$ cat src/rtl/unstuff_pkg.sv
package unstuff_pkg;

   localparam int OCTET_W = 8;

   typedef enum logic {
      MODE_HUNT = 1'b0,
      MODE_BODY = 1'b1
   } rx_mode_e;

   typedef struct packed {
      logic               is_flag;
      logic               is_esc;
      logic               esc_ok;
      logic [OCTET_W-1:0] restored;
   } octet_class_t;

endpackage

$ cat src/rtl/unstuff_classify.sv
module unstuff_classify
   import unstuff_pkg::*;
#(
   parameter logic [OCTET_W-1:0] FLAG_OCTET = 8'h7E,
   parameter logic [OCTET_W-1:0] ESC_OCTET  = 8'h7D,
   parameter logic [OCTET_W-1:0] FLIP_MASK  = 8'h20
) (
   input  logic [OCTET_W-1:0] octet,
   output octet_class_t       cls
);

   localparam logic [OCTET_W-1:0] FLAG_ALIAS = FLAG_OCTET ^ FLIP_MASK;
   localparam logic [OCTET_W-1:0] ESC_ALIAS  = ESC_OCTET ^ FLIP_MASK;

   always_comb begin
      cls.is_flag  = (octet == FLAG_OCTET);
      cls.is_esc   = (octet == ESC_OCTET);
      cls.esc_ok   = (octet == FLAG_ALIAS) || (octet == ESC_ALIAS);
      cls.restored = octet ^ FLIP_MASK;
   end

endmodule

$ cat src/rtl/unstuff_tracker.sv
module unstuff_tracker
   import unstuff_pkg::*;
#(
   parameter int MIN_BODY = 5
) (
   input  logic               clk,
   input  logic               rst_n,
   input  logic               in_valid,
   input  logic [OCTET_W-1:0] in_byte,
   input  octet_class_t       cls,
   output logic               hunting,
   output logic               dec_valid,
   output logic [OCTET_W-1:0] dec_byte,
   output logic               close_evt,
   output logic               close_err
);

   localparam int CNT_W = $clog2(MIN_BODY + 1);
   localparam logic [CNT_W-1:0] MIN_CNT = CNT_W'(MIN_BODY);

   rx_mode_e         mode_q, mode_d;
   logic             esc_q, esc_d;
   logic             ferr_q, ferr_d;
   logic [CNT_W-1:0] cnt_q, cnt_d;
   logic [CNT_W-1:0] cnt_inc;

   assign hunting = (mode_q == MODE_HUNT);
   assign cnt_inc = (cnt_q == MIN_CNT) ? cnt_q : cnt_q + 1'b1;

   always_comb begin
      mode_d    = mode_q;
      esc_d     = esc_q;
      ferr_d    = ferr_q;
      cnt_d     = cnt_q;
      dec_valid = 1'b0;
      dec_byte  = in_byte;
      close_evt = 1'b0;
      close_err = ferr_q | esc_q | (cnt_q < MIN_CNT);
      if (in_valid) begin
         if (mode_q == MODE_HUNT) begin
            if (cls.is_flag) mode_d = MODE_BODY;
         end else if (cls.is_flag) begin
            close_evt = (cnt_q != '0);
            esc_d     = 1'b0;
            ferr_d    = 1'b0;
            cnt_d     = '0;
         end else if (esc_q) begin
            dec_valid = 1'b1;
            dec_byte  = cls.restored;
            esc_d     = 1'b0;
            if (!cls.esc_ok) ferr_d = 1'b1;
            cnt_d     = cnt_inc;
         end else if (cls.is_esc) begin
            esc_d = 1'b1;
         end else begin
            dec_valid = 1'b1;
            cnt_d     = cnt_inc;
         end
      end
   end

   always_ff @(posedge clk or negedge rst_n) begin
      if (!rst_n) begin
         mode_q <= MODE_HUNT;
         esc_q  <= 1'b0;
         ferr_q <= 1'b0;
         cnt_q  <= '0;
      end else begin
         mode_q <= mode_d;
         esc_q  <= esc_d;
         ferr_q <= ferr_d;
         cnt_q  <= cnt_d;
      end
   end

   // a pending escape is always resolved by the next accepted byte
   assert_escape_resolves_R7: assert property (@(posedge clk) disable iff (!rst_n)
      (esc_q && in_valid) |=> !esc_q);

   // idle input leaves frame state untouched
   assert_idle_holds_state_R11: assert property (@(posedge clk) disable iff (!rst_n)
      !in_valid |=> ($stable(cnt_q) && $stable(esc_q) && $stable(ferr_q)));

endmodule

$ cat src/rtl/unstuff_holdback.sv
module unstuff_holdback
   import unstuff_pkg::*;
(
   input  logic               clk,
   input  logic               rst_n,
   input  logic               dec_valid,
   input  logic [OCTET_W-1:0] dec_byte,
   input  logic               close_evt,
   input  logic               close_err,
   output logic               out_valid,
   output logic [OCTET_W-1:0] out_byte,
   output logic               out_last,
   output logic               out_err
);

   logic               held_q;
   logic [OCTET_W-1:0] hold_q;

   always_ff @(posedge clk or negedge rst_n) begin
      if (!rst_n) begin
         held_q    <= 1'b0;
         hold_q    <= '0;
         out_valid <= 1'b0;
         out_byte  <= '0;
         out_last  <= 1'b0;
         out_err   <= 1'b0;
      end else begin
         out_valid <= 1'b0;
         out_last  <= 1'b0;
         out_err   <= 1'b0;
         if (close_evt) begin
            out_valid <= held_q;
            out_byte  <= hold_q;
            out_last  <= held_q;
            out_err   <= held_q & close_err;
            held_q    <= 1'b0;
         end else if (dec_valid) begin
            out_valid <= held_q;
            out_byte  <= hold_q;
            hold_q    <= dec_byte;
            held_q    <= 1'b1;
         end
      end
   end

   // a frame only closes when a body byte is waiting
   assert_close_has_byte_R6: assert property (@(posedge clk) disable iff (!rst_n)
      close_evt |-> held_q);

endmodule

$ cat src/rtl/frame_unstuffer.sv
module frame_unstuffer
   import unstuff_pkg::*;
#(
   parameter logic [7:0] FLAG_OCTET = 8'h7E,
   parameter logic [7:0] ESC_OCTET  = 8'h7D,
   parameter logic [7:0] FLIP_MASK  = 8'h20,
   parameter int         FCS_BYTES  = 4
) (
   input  logic       clk,
   input  logic       rst_n,
   input  logic       in_valid,
   input  logic [7:0] in_byte,
   output logic       out_valid,
   output logic [7:0] out_byte,
   output logic       out_last,
   output logic       out_err
);

   localparam int MIN_BODY = FCS_BYTES + 1;

   generate
      if (FCS_BYTES != 2 && FCS_BYTES != 4) begin : g_bad_fcs
         $error("frame_unstuffer: FCS_BYTES must be 2 or 4");
      end
      if (FLAG_OCTET == ESC_OCTET) begin : g_bad_codes
         $error("frame_unstuffer: delimiter and escape octets must differ");
      end
      if (FLIP_MASK == '0) begin : g_bad_mask
         $error("frame_unstuffer: escape mask must be nonzero");
      end
   endgenerate

   octet_class_t       cls;
   logic               hunting;
   logic               dec_valid;
   logic [OCTET_W-1:0] dec_byte;
   logic               close_evt;
   logic               close_err;

   unstuff_classify #(
      .FLAG_OCTET (FLAG_OCTET),
      .ESC_OCTET  (ESC_OCTET),
      .FLIP_MASK  (FLIP_MASK)
   ) u_classify (
      .octet (in_byte),
      .cls   (cls)
   );

   unstuff_tracker #(
      .MIN_BODY (MIN_BODY)
   ) u_tracker (
      .clk       (clk),
      .rst_n     (rst_n),
      .in_valid  (in_valid),
      .in_byte   (in_byte),
      .cls       (cls),
      .hunting   (hunting),
      .dec_valid (dec_valid),
      .dec_byte  (dec_byte),
      .close_evt (close_evt),
      .close_err (close_err)
   );

   unstuff_holdback u_holdback (
      .clk       (clk),
      .rst_n     (rst_n),
      .dec_valid (dec_valid),
      .dec_byte  (dec_byte),
      .close_evt (close_evt),
      .close_err (close_err),
      .out_valid (out_valid),
      .out_byte  (out_byte),
      .out_last  (out_last),
      .out_err   (out_err)
   );

   // error indication only rides on a final byte
   assert_err_with_last_R10: assert property (@(posedge clk) disable iff (!rst_n)
      out_err |-> (out_valid && out_last));

   // an idle input cycle yields no output in the following clock
   assert_idle_quiet_R11: assert property (@(posedge clk) disable iff (!rst_n)
      !in_valid |=> !out_valid);

   // a final byte is emitted only after a delimiter was accepted
   assert_last_after_flag_R6: assert property (@(posedge clk) disable iff (!rst_n)
      (out_valid && out_last) |-> $past(in_valid && in_byte == FLAG_OCTET));

   // nothing is emitted while still searching for the first delimiter
   assert_hunt_silent_R1: assert property (@(posedge clk) disable iff (!rst_n)
      (hunting && in_valid) |=> !out_valid);

endmodule

$ cat config.mk
export PLATFORM = sky130hd
export DESIGN_NAME = frame_unstuffer
export DESIGN_NICKNAME = d
export VERILOG_FILES = /design/src/rtl/unstuff_pkg.sv /design/src/rtl/unstuff_classify.sv /design/src/rtl/unstuff_tracker.sv /design/src/rtl/unstuff_holdback.sv /design/src/rtl/frame_unstuffer.sv
export SDC_FILE = /design/constraint.sdc
export NUM_CORES = 1
export LEC_CHECK = 0
export ABC_AREA = 1
export ABC_CLOCK_PERIOD_IN_PS = 2000
export BUFFER_PORTS_ARGS = -buffer_cell sky130_fd_sc_hd__buf_2
export CORE_ASPECT_RATIO = 0.5
export CORE_UTILIZATION = 40
export DETAILED_ROUTE_END_ITERATION = 8
export GPL_TIMING_DRIVEN = 0
export PLACE_DENSITY_LB_ADDON = 0.1
export SLEW_MARGIN = 20
export SYNTH_ARGS = -nofsm -noshare
export SYNTH_HDL_FRONTEND = slang
export SYNTH_SLANG_ARGS = --single-unit
$ cat constraint.sdc
create_clock -name clk -period 2 [get_ports clk]
set_input_delay 0.1 -clock clk [delete_from_list [all_inputs] [get_ports clk]]
set_output_delay 0.1 -clock clk [all_outputs]
set_load 0.01 [all_outputs]
Word level (Yosys, flattened, before mapping)
Index checks and enable logic that the tools add are counted.
- add/sub/neg operators: 1
- $lt $le $gt $ge: 1
- equal/unequal tests: 7
- multiplexer cells: 32
- bitwise operators: 5
- reductions and logical operators: 8
- operators with widths (kind ; number):
    8-bit by 7-bit == test with 1-bit output, second input constant ; 4
    6-bit two-way mux ; 4
    1-bit two-way mux ; 22
    8-bit two-way mux ; 2
    3-bit two-way mux ; 4
    2-bit AND reduction ; 2
    4-bit AND reduction ; 1
    2-bit nonzero test ; 2
    3-bit by 1-bit adder with 3-bit output, second input constant ; 1
    3-bit == test, second input constant ; 1
    3-bit < comparator, second input constant ; 1
    3-bit by 1-bit inequality test with 1-bit output, second input constant ; 1
    3-bit AND reduction ; 1
    3-bit nonzero test ; 1
    2-bit inequality test, second input constant ; 1
    1-bit NOT ; 2
    1-bit OR ; 2
    1-bit bitwise AND ; 1
    1-bit logical OR ; 1
- register bits: 26
- input port bits: 11
- output and inout port bits: 11
- word-level logic and storage cells: 64

Longest topological paths before layout
Gate-level depths: netlist of the first run.
- word-level depth: 8
- mapped depth: 9
- mapped depth without buffers: 9

Cells and area by module
From an unflattened synthesis of the first run, not the netlist that was laid out.
- cells, all modules: 174
- area total of the unflattened synthesis: 1423.9 µm²
- by module, submodules not included (module ; times used ; cells each ; area an instance (µm²) ; seq. area each (µm²)):
    unstuff_holdback ; 1 ; 81 ; 785.8 ; 500.5
    unstuff_tracker ; 1 ; 68 ; 508.0 ; 150.1
    unstuff_classify ; 1 ; 25 ; 130.1 ; 0.0

Worst setup path after synthesis of the first run
Ideal clock, no wire load.
- path kind: register -> register
- start point: reg u_tracker.cnt_q[0]
- end point: reg u_holdback.out_byte[2]
- library setup time: 0.117 ns
- data arrival time: 1.041 ns
- data required time: 1.883 ns
- path slack: 0.843 ns
- cell stages (with the launch flop): 8
- path buffers: 1
- period minus slack after synthesis: 1.157 ns
- cell sequence: dfrtp_1 inv_1 ha_1 nand2_1 nand2_4 buf_6 nand3_1 nand2_1
- word-level cells in the longest chain between the ends: 5
- elaborated cells on any way between the ends: 6
- classes of those cells: mux (4); reduce/logical (2)
- ends and longest elaborated chain (element ; RTL line ; text):
    start, declared ; unstuff_tracker.sv:24 ; logic [CNT_W-1:0] cnt_q, cnt_d;
    start signal, assigned ; unstuff_tracker.sv:72 ; cnt_q <= cnt_d;
    3-bit nonzero test (*) ; unstuff_tracker.sv:43 ; close_evt = (cnt_q != '0);
    1-bit two-way mux (*) ; unstuff_tracker.sv:42 ; end else if (cls.is_flag) begin
    1-bit two-way mux (*) ; unstuff_tracker.sv:40 ; if (mode_q == MODE_HUNT) begin
    1-bit two-way mux (*) ; unstuff_tracker.sv:39 ; if (in_valid) begin
    8-bit two-way mux / 2-bit nonzero test (equally long branches) ; - ;
    end signal, assigned ; unstuff_holdback.sv:33 ; out_byte <= hold_q;
    end signal, assigned ; unstuff_holdback.sv:39 ; out_byte <= hold_q;
    end, declared ; unstuff_holdback.sv:11 ; output logic [OCTET_W-1:0] out_byte,
Mark *: on every way between the ends. The rest lies on a longest branch, timed or not.
A chain may end at the register's enable or synchronous reset.

Final worst setup path of the first run
- start point: reg u_tracker.cnt_q[0]
- end point: reg u_holdback.out_byte[4]
The elaborated chain is that of the path after synthesis.

==> results.toml, run 1 <==
[run_status]
status = "complete, no violations"

[timing]
finClkSkew_ns = 0.004855
max_freq_mhz = 806.6
slew_violations = 0
finalSetupViolCount = 0
fin_crit_sh_pct = 61.99
max-slew-margin-rel_pct = 61.27
tightest_slew_ns = 0.5810
setup_tns_ns = 0
finalCriticalPeriod_ns = 1.240
hold_violations = 0
rsz0062_at_grt = "no"

[synthesis]
synthTopCellsByArea = "dfrtp_1 (53%), nand2_1 (12%), nand3_1 (5.3%)"
synth_area_sq_um = 1236
netlist_instances = 136
synthesis.nets = 150
synth_seq_cells = 26
yosys.area.top_type = "dfrtp_1"
syn_avg_cell_area_sq_um = 9.090
synth_top_area_share_pct = 52.63
ys_seq_area_share_pct = 52.63
yosys_warnings = 0
synth_cell_types = 22

[clock_network]
cts_tree = "done"
cts_root_buffer = "clkbuf_8"
clkLatencyLatePin_ns = 0.27
cts_made_buffers = 3
ctsHoldBuffers = 1
cts-htree-levels = 1
cts_setup_buffers = 0
clk_pin_slew_ns = 0.09
clock_path_buffers = 2
cts_resized = 0
clock-sinks = 26

[routing]
wl_per_cell_um = 11.18
route.detailed.drc = 0
drt_first_pass_iters = 4
drt_iter0_drc = 26
ant_nets = 0
route.final.wire_length_mm = 2.225
dr_total_vias = 893
vias_per_cell = 4.487

[worst_setup_path]
worst-path-max-fanout = 10
crit_required_ns = 2.17
crit_type = "flip-flop to flip-flop"
cp-start-kind = "flip-flop"
endpoint_kind = "flip-flop"
cp_data_arrival_time_ns = 1.41

[placement]
portBuffers = 21
dp_hpwl_mm = 1.697
gp_congestion = 0.8189

[power]
power_uw = 1574
powerDensity_nw_per_um2 = 1071
max-vdd-ir-drop_mv = 0.4998
p_leak_uw = 0.0008405

[floorplanning]
die_x_um = 80.62
die_area_sq_um = 3330
ios = 22
die_h_um = 41.31
num_rows = 13
core_sq_um = 2765
start_util_pct = 44.71

[global_routing]
grt_pass1_vias = 765
overflow = 0
antenna_found_initial = 0
grt_pass1_wl_mm = 3.560
grt_use_total_pct = 15.44
grt_max_degree = 27

[finish]
drive_gt1_share_pct = 24.69
num_antenna_cells = 0
multi_input_area_sq_um = 488.0
final_nets = 177
seq_area_sq_um = 650.6
area_growth_pct = 18.83
nFillCells = 265

[min_path]
hold_class = "input port to flip-flop"

[run]
cap_violations = 0
-- synth_stat cells, drive strengths merged --
master and number:
o21ai 9, xnor2 1, inv 17, xor2 1
dfrtp 26, a21o 1, a21oi 4, buf 3
ha 3, nor2 8, and2 1, nand3 16
nand2 44, nor3 2
-- layout by cell type, fill, tap and decap left out, types with 3 or more instances in the layout --
master | Yosys | final
nand2_1 | 40 | 40
dfrtp_1 | 26 | 26
buf_2 | 0 | 21
inv_1 | 17 | 17
nand3_1 | 13 | 13
o21ai_0 | 9 | 9
nor2_1 | 5 | 5
buf_6 | 3 | 3
a21oi_1 | 3 | 3
ha_1 | 3 | 3
clkbuf_8 | 0 | 3
-- registers in the layout (all words and copies together) (netlist names) --
signal                flops
u_holdback.out_valid      1
u_tracker.ferr_q          1
u_tracker.cnt_q           3
u_tracker.mode_q          1
u_holdback.hold_q         8
u_holdback.out_byte       8
u_holdback.held_q         1
u_holdback.out_last       1
u_holdback.out_err        1
u_tracker.esc_q           1
-- through the flow --
stage          util, %  setup slack, ns  instances  hold WS (ns)  area (sq um)
6_report         53.12           0.7602        199       0.05937          1469
5_1_grt          53.12           0.6551        199       0.05611          1469
4_1_cts          53.12           0.7486        199       0.05245          1469
3_5_place_dp     50.18           0.7598        194        0.1386          1388
3_3_place_gp     50.18           0.7537        194        0.1434          1388
2_1_floorplan        -           0.8427        136       -0.1956          1236
-- cell families (layout without fill, tap and decap cells) --
kind of cell    count (synthesis)  after routing  share of synthesized area (%)
simple gates                   71             71                          28.85
flops                          26             26                          52.63
buf+inv                        20             46                          7.894
compound gates                 14             14                          6.174
fa+ha+maj                       3              3                          3.037
xor+xnor                        2              2                          1.417
-- worst paths after layout --
path / end / startpoint / slack [ns] / depth (start not counted)
worst min-delay path: u_tracker.mode_q$_DFFE_PN0P_ / in_valid / 0.06 / 2
worst max register to register: u_holdback.out_byte[4]$_DFFE_PN0P_ / u_tracker.cnt_q[0]$_DFFE_PN0P_ / 0.76 / 7
max in group asynchronous: u_holdback.out_byte[0]$_DFFE_PN0P_ / rst_n / 1.26 / 2
min in group asynchronous: u_holdback.out_err$_DFF_PN0_ / rst_n / 0.35 / 2
worst max-delay path: u_holdback.out_byte[4]$_DFFE_PN0P_ / u_tracker.cnt_q[0]$_DFFE_PN0P_ / 0.76 / 7
worst min register to register: u_tracker.mode_q$_DFFE_PN0P_ / u_tracker.mode_q$_DFFE_PN0P_ / 0.46 / 1
-- per-layer routing --
layer	GRT usage, %	routed length [um]
met1	19.97	1183
met2	25.64	936
met3	5.870	98
met4	2.679	6
met5	0	0
-- report_power, final --
group / switching (uW) / internal (uW) / total, uW / leakage, uW
Clock: 169 / 268 / 436 / 0.0000357
Sequential: 91.3 / 673 / 765 / 0.000335
Combinational: 213 / 159 / 372 / 0.000470
Total: 473 / 1100 / 1570 / 0.000840
-- critical path: stages, from the launching register on --
cell     delay (ns)
dfrtp_1        0.42
inv_1          0.08
ha_1           0.19
nand2_1        0.10
nand2_4        0.08
buf_6          0.15
nand3_1        0.08
nand2_1        0.05
-- area by class of cell --
type | instances | share of cell area, %
clock inverter | 1 | 2.044
multi-input combinational | 90 | 33.22
buffer | 3 | 2.300
clock buffer | 3 | 2.811
tap | 37 | 3.152
inverter | 17 | 4.344
timing repair buffer | 22 | 7.836
sequential | 26 | 44.29
No activity file was read; power rests on OpenSTA's default activity.
==> run 2, diff against run 1 <==
--- a/config.mk
+++ b/config.mk
@@ -6,7 +6,7 @@
 export NUM_CORES = 1
 export LEC_CHECK = 0
 export ABC_AREA = 1
-export ABC_CLOCK_PERIOD_IN_PS = 2000
+export ABC_CLOCK_PERIOD_IN_PS = 1050
 export BUFFER_PORTS_ARGS = -buffer_cell sky130_fd_sc_hd__buf_2
 export CORE_ASPECT_RATIO = 0.5
 export CORE_UTILIZATION = 40
==> constraint.sdc (replaced) <==
create_clock -name clk -period 1.05 [get_ports clk]
set_input_delay 0.0525 -clock clk [delete_from_list [all_inputs] [get_ports clk]]
set_output_delay 0.0525 -clock clk [all_outputs]
set_load 0.01 [all_outputs]
==> run 2 against run 1 <==
Largest cell class unchanged. Worst hold slack lost 0.036 ns. Global-route usage grew 1.3 points. Worst setup slack lost 0.84 ns. Via count grew 4.1%. Critical path type unchanged. Die area is the same. Largest power group unchanged. The run now ends with setup timing left. Highest routed layer unchanged. Count of clock-buffer cells in the layout is the same. Sequential power grew 92%.
==> results.toml, run 2 (synthesis gave the netlist of run 1 again) <==
[run_status]
status = "complete, but fails checks"
violations = "setup timing"

[clock_network]
clock-sinks = 26
cts_made_buffers = 3
clk_pin_slew_ns = 0.09
cts_root_buffer = "clkbuf_8"
clkLatencyLatePin_ns = 0.27
cts-htree-levels = 1
clock_path_buffers = 2
cts_tree = "done"

[timing]
finalCriticalPeriod_ns = 1.132
finalSetupViolCount = 23
finClkSkew_ns = 0.001957
holdWs_ns = 0.02290
max-slew-margin-rel_pct = 61.21
rsz0062_at_grt = "yes"
tightest_slew_ns = 0.5818
layout_setup_ws_ns = -0.08151
slew_violations = 0
fin_crit_sh_pct = 107.8
max_freq_mhz = 883.8
hold_violations = 0

[floorplanning]
core_sq_um = 2765
die_x_um = 80.62
start_util_pct = 44.71
die_area_sq_um = 3330
die_h_um = 41.31
num_rows = 13
ios = 22

[power]
powerDensity_nw_per_um2 = 2006
power_frac_seq_pct = 45.6
switchingPower_uw = 995.7
combinationalPowerShare_pct = 28.6
clkPwrFrac_pct = 25.9
p_int_uw = 2235
switching_share_pct = 30.82
max-vdd-ir-drop_mv = 1.190
p_leak_uw = 0.0008798

[worst_setup_path]
endpoint_kind = "flip-flop"
crit_required_ns = 1.22
cp_data_arrival_time_ns = 1.31
slowest_stage = "dfrtp_1"
crit_family = "flip-flops"
worstPathCellList = "inv_2, ha_4, nand2_4, nand2_4, buf_8, nand3_2, nand2_1"
worst-path-max-fanout = 10
cpMostUsedCell = "nand2_4"
critical_path_depth = 7
worstPathBufferInverterCount = 2
cpPeakStageDelay_ns = 0.42
worst_r2r_path_depth = 7
crit_type = "flip-flop to flip-flop"
cp-start-kind = "flip-flop"

[routing]
ant_nets = 0
wl_per_cell_um = 10.98
vias_per_cell = 4.515
drt_iter0_drc = 47
route.detailed.drc = 0
drt_first_pass_iters = 3
dr_total_vias = 930
route.final.wire_length_mm = 2.261

[min_path]
hold_class = "input port to flip-flop"
hold_depth = 3

[placement]
dp_cells = 194
dp_hpwl_mm = 1.642
portBuffers = 21
gp_congestion = 0.7652

[global_routing]
grt_use_total_pct = 16.70
grt_pass1_wl_mm = 3.870
grt_max_degree = 27
overflow = 0
grt_pass1_vias = 837
antenna_found_initial = 0

[finish]
seq_area_sq_um = 650.6
finalNonFillerCells = 206
mostFrequentLayoutCell = "nand2_1"
final_cell_mix = "nand2_1 (36), dfrtp_1 (26), buf_2 (22), inv_1 (13), nand3_2 (8)"
nFillCells = 268
num_antenna_cells = 0
final_nets = 184
top_regs = "u_holdback.hold_q (8), u_holdback.out_byte (8), u_tracker.cnt_q (3)"
multi_input_area_sq_um = 566.8
area_growth_pct = 30.26
drive_gt1_share_pct = 37.28

[run]
cap_violations = 0
[run 2: cell types whose count changed in the layout (fill, tap and decap cells not counted), sizes merged]
cell / change
buf: +6
dlygate4sd3: +1
[run 2: power groups by stage]
stage	sequential [uW]	combinational [uW]	clock (uW)
floorplan	1500	490	0
global placement	1480	739	0
detailed placement	1480	760	0
CTS	1470	926	869
global route	1520	1080	919
finish	1470	923	836
[run 2: what timing repair did]
action,in CTS,in global routing
buffers inserted,5,0
setup endpoints to repair,23,24
resized for setup,16,2
cloned,1,0
hold buffers,2,0
hold endpoints to repair,27,0
pin swaps,3,2
[run 2: worst paths after layout]
path | startpoint | end | slack, ns
setup / recovery | u_tracker.cnt_q[0]$_DFFE_PN0P_ | u_holdback.out_byte[2]$_DFFE_PN0P_ | -0.08
max in group asynchronous | rst_n | u_tracker.mode_q$_DFFE_PN0P_ | 0.36
hold reg to reg | u_tracker.mode_q$_DFFE_PN0P_ | u_tracker.mode_q$_DFFE_PN0P_ | 0.48
min in group asynchronous | rst_n | u_holdback.held_q$_DFFE_PN0P_ | 0.30
setup reg to reg | u_tracker.cnt_q[0]$_DFFE_PN0P_ | u_holdback.out_byte[2]$_DFFE_PN0P_ | -0.08
hold / removal | in_byte[2] | u_holdback.hold_q[2]$_DFFE_PN0P_ | 0.02
[run 2: final cells by class]
class | count | area share (%)
Timing Repair Buffer | 29 | 10.41
Tap cell | 37 | 2.875
Multi-Input combinational cell | 90 | 35.20
Clock buffer | 3 | 2.564
Inverter | 17 | 4.118
Clock inverter | 1 | 1.865
Sequential cell | 26 | 40.40
Buffer | 3 | 2.564
[run 2: layer usage]
| metal | wire (um) | global-route usage (%) |
|---|---|---|
| met5 | 0 | 0 |
| met4 | 10 | 2.679 |
| met3 | 105 | 6.087 |
| met2 | 956 | 28.39 |
| met1 | 1189 | 21.39 |
[run 2: worst register-to-register path, stage by stage, from the launching register on]
cell and delay, ns:
dfrtp_1 0.42, inv_2 0.07, ha_4 0.16, nand2_4 0.05, nand2_4 0.07, buf_8 0.15, nand3_2 0.05, nand2_1 0.05
[run 2: per-stage QoR]
stage / util, % / instance area, sq um / worst slack [ns] / TNS [ns] / power [uW]
after floorplan: - / 1270 / -0.02865 / -0.2630 / 1993
after global routing: 58.24 / 1610 / -0.1742 / -3.269 / 3515
final: 58.24 / 1610 / -0.08151 / -1.236 / 3231
after global placement: 51.40 / 1421 / -0.1321 / -2.155 / 2215
after CTS: 58.10 / 1607 / -0.08003 / -1.307 / 3268
after detailed placement: 51.40 / 1421 / -0.1500 / -2.406 / 2244
==> run 3, diff against run 2 <==
--- a/config.mk
+++ b/config.mk
@@ -8,12 +8,15 @@
 export ABC_AREA = 1
 export ABC_CLOCK_PERIOD_IN_PS = 1050
 export BUFFER_PORTS_ARGS = -buffer_cell sky130_fd_sc_hd__buf_2
+export CELL_PAD_IN_SITES_DETAIL_PLACEMENT = 1
+export CELL_PAD_IN_SITES_GLOBAL_PLACEMENT = 1
 export CORE_ASPECT_RATIO = 0.5
-export CORE_UTILIZATION = 40
+export CORE_UTILIZATION = 37
 export DETAILED_ROUTE_END_ITERATION = 8
 export GPL_TIMING_DRIVEN = 0
 export PLACE_DENSITY_LB_ADDON = 0.1
 export SLEW_MARGIN = 20
 export SYNTH_ARGS = -nofsm -noshare
 export SYNTH_HDL_FRONTEND = slang
+export SYNTH_HIERARCHICAL = 1
 export SYNTH_SLANG_ARGS = --single-unit
==> run 3 against run 2 <==
The run still ends with setup timing left. Sequential share of layout area fell by 6.7 points. Clock skew rose by 0.0045 ns. Via count rose by 28%. Die area rose by 24%. Power fell by 10%. Count of clock-buffer cells in the layout did not move. Cell count rose by 28%. Wire length rose by 49%. Cell area rose by 21%. Critical path type unchanged.
==> results.toml, run 3 <==
[timing]
layout_setup_ws_ns = -0.2362
finalSetupViolCount = 23
slew_violations = 0
finalCriticalPeriod_ns = 1.286
max-slew-margin-rel_pct = 60.73
fin_crit_sh_pct = 122.5
finClkSkew_ns = 0.006449
hold_violations = 0
rsz0062_at_grt = "yes"
max_freq_mhz = 777.5
tightest_slew_ns = 0.5891
holdWs_ns = 0.04450

[run_status]
violations = "setup timing"
status = "complete, but fails checks"

[worst_setup_path]
endpoint_kind = "flip-flop"
slowest_stage = "dfrtp_1"
crit_type = "flip-flop to flip-flop"
worstPathCellList = "nand2_4, inv_4, nand3_4, buf_8, o21ai_2, nand3_1, nand2_1"
crit_family = "flip-flops"
r2r-start = "u_tracker/mode_q$_DFFE_PN0P_"
cp-start-kind = "flip-flop"
critical_path.startpoint = "u_tracker/mode_q$_DFFE_PN0P_"
worstPathBufferInverterCount = 2
crit_required_ns = 1.26
cp_data_arrival_time_ns = 1.50
worst-path-max-fanout = 8
cpPeakStageDelay_ns = 0.44

[global_routing]
grt_pass1_vias = 1127
antenna_found_initial = 0
grt_pass1_wl_mm = 5.313
overflow = 0
grt_use_total_pct = 17.23
grt_max_degree = 27

[synthesis]
synthTopCellsByArea = "dfrtp_1 (46%), nand2_1 (15%), o21ai_2 (4.9%)"
yosys_warnings = 6
synthesis.nets = 188
synth_edf_count = 0
yosys.area.top_type = "dfrtp_1"
yosys-top-cells-count = "nand2_1 (56), dfrtp_1 (26), inv_1 (18), nand3_1 (12), o21ai_1 (12)"
synth_area_sq_um = 1424
yosysMostFrequentCell = "nand2_1"
synth_flop_cell = "dfrtp_1"
synth_top_area_share_pct = 45.69
synth_seq_cells = 26
synth_cell_types = 26
async_reset_ff_share_pct = 100.0
ys_seq_area_share_pct = 45.69
netlist_instances = 174
syn_avg_cell_area_sq_um = 8.183

[power]
max-vdd-ir-drop_mv = 0.8545
clkPwrFrac_pct = 28.7
combinationalPowerShare_pct = 29.0
switching_share_pct = 29.63
power_frac_seq_pct = 42.3
p_int_uw = 2038
powerDensity_nw_per_um2 = 1493
p_leak_uw = 0.001003
power_uw = 2897
switchingPower_uw = 858.2

[finish]
nFillCells = 445
num_antenna_cells = 0
drive_gt1_share_pct = 42.92
final_nets = 227
mostFrequentLayoutCell = "nand2_1"
post-route-util_pct = 54.71
area_growth_pct = 36.29
top_regs = "u_holdback/hold_q (8), u_holdback/out_byte (8), u_tracker/cnt_q (3)"
final_cell_mix = "nand2_1 (55), dfrtp_1 (24), buf_2 (21), inv_1 (15), buf_4 (14)"

[routing]
drt_iter0_drc = 30
ant_nets = 0
drt_first_pass_iters = 4
dr_total_vias = 1192
wl_per_cell_um = 12.81
vias_per_cell = 4.532
route.detailed.drc = 0
route.final.wire_length_mm = 3.370

[clock_network]
cts_tree = "done"
cts_made_buffers = 3
cts-htree-levels = 1
clk_pin_slew_ns = 0.09
clkLatencyLatePin_ns = 0.27
clock_path_buffers = 2
cts_root_buffer = "clkbuf_8"
clock-sinks = 26

[floorplanning]
start_util_pct = 40.14
num_rows = 15
die_x_um = 89.73
die_area_sq_um = 4115
ios = 22
core_sq_um = 3547
die_h_um = 45.87

[placement]
dpl_worst_slack_ns = -0.4820
gp_congestion = 0.7454
portBuffers = 21
dp_hpwl_mm = 2.260

[min_path]
hold_class = "input port to flip-flop"
hp-start = "in_valid"

[run]
cap_violations = 0
[run 3: cell types whose count changed in the layout (fill, tap and decap cells not counted), moves of 4 or more]
| cell | change |
|---|---|
| o21ai_1 | +7 |
| buf_4 | +9 |
| o21ai_0 | -4 |
| nand2_1 | +19 |
| o21ai_2 | +7 |
[run 3: repair_timing]
item	in CTS	in global routing
resized for setup	6	24
endpoints found under the setup margin	23	23
hold endpoints to repair	26	0
cloned	1	3
buffers inserted	3	5
hold buffers	1	0
pin swaps	2	9
[run 3: path summary, 6_finish.rpt]
path | to | slack, ns | cells after the start
min reg2reg | u_holdback/hold_q[0]$_DFFE_PN0P_ | 0.48 | 2
min | u_tracker/mode_q$_DFFE_PN0P_ | 0.04 | 3
max in group asynchronous | u_tracker/cnt_q[2]$_DFFE_PN0P_ | 0.33 | 2
min in group asynchronous | u_tracker/mode_q$_DFFE_PN0P_ | 0.31 | 2
max | u_holdback/hold_q[1]$_DFFE_PN0P_ | -0.24 | 7
max reg2reg | u_holdback/hold_q[1]$_DFFE_PN0P_ | -0.24 | 7
[run 3: metrics by stage]
step	std cells	instance area [sq um]	setup TNS [ns]
global placement	246	1629	-9.289
finish	263	1941	-4.362
detailed placement	246	1629	-9.893
CTS	255	1758	-4.923
global route	263	1941	-5.978
floorplan	174	1460	-2.082
[run 3: per-layer routing]
layer	GRT usage (%)	wire [um]	part of all wire [%]	up-vias
met5	0	0	0	-
met4	1.967	0	0	0
met3	5.000	98	2.9	0
met2	30.31	1696	50	15
met1	22.29	1575	47	561
li1	-	-	-	616
[run 3: logic make-up after synthesis]
logic type	after synthesis	synth area share, %
and+or+nand+nor	86	27.94
buffers and inverters	34	12.48
DFF	26	45.69
adders and majority gates	3	2.636
AOI/OAI and AO/OA	25	11.25
[run 3: power by group through the flow]
| stage | registers [uW] | clock network [uW] | logic [uW] |
|---|---|---|---|
| after floorplan | 1250 | 0 | 414 |
| after global placement | 1240 | 0 | 573 |
| after detailed placement | 1250 | 0 | 608 |
| after CTS | 1210 | 871 | 749 |
| after global routing | 1250 | 923 | 951 |
| final | 1230 | 831 | 839 |
[run 3: layout make-up]
class / count / area [sq um] / area share [%]
buffer: 11 / 105.1 / 5.416
clock buffer: 3 / 41.29 / 2.128
clock inverter: 1 / 30.03 / 1.547
inverter: 23 / 93.84 / 4.836
multi-input combinational: 115 / 724.4 / 37.33
sequential: 26 / 653.1 / 33.66
tap: 51 / 63.81 / 3.288
timing repair buffer: 32 / 224.0 / 11.54
timing repair inverter: 1 / 5.005 / 0.2579
[run 3: worst reg2reg max path: cells and delay by family (launching register included)]
family / cells / cell delay (ns)
flops: 1 / 0.44
compound gates: 1 / 0.12
buf+inv: 2 / 0.25
simple gates: 4 / 0.41
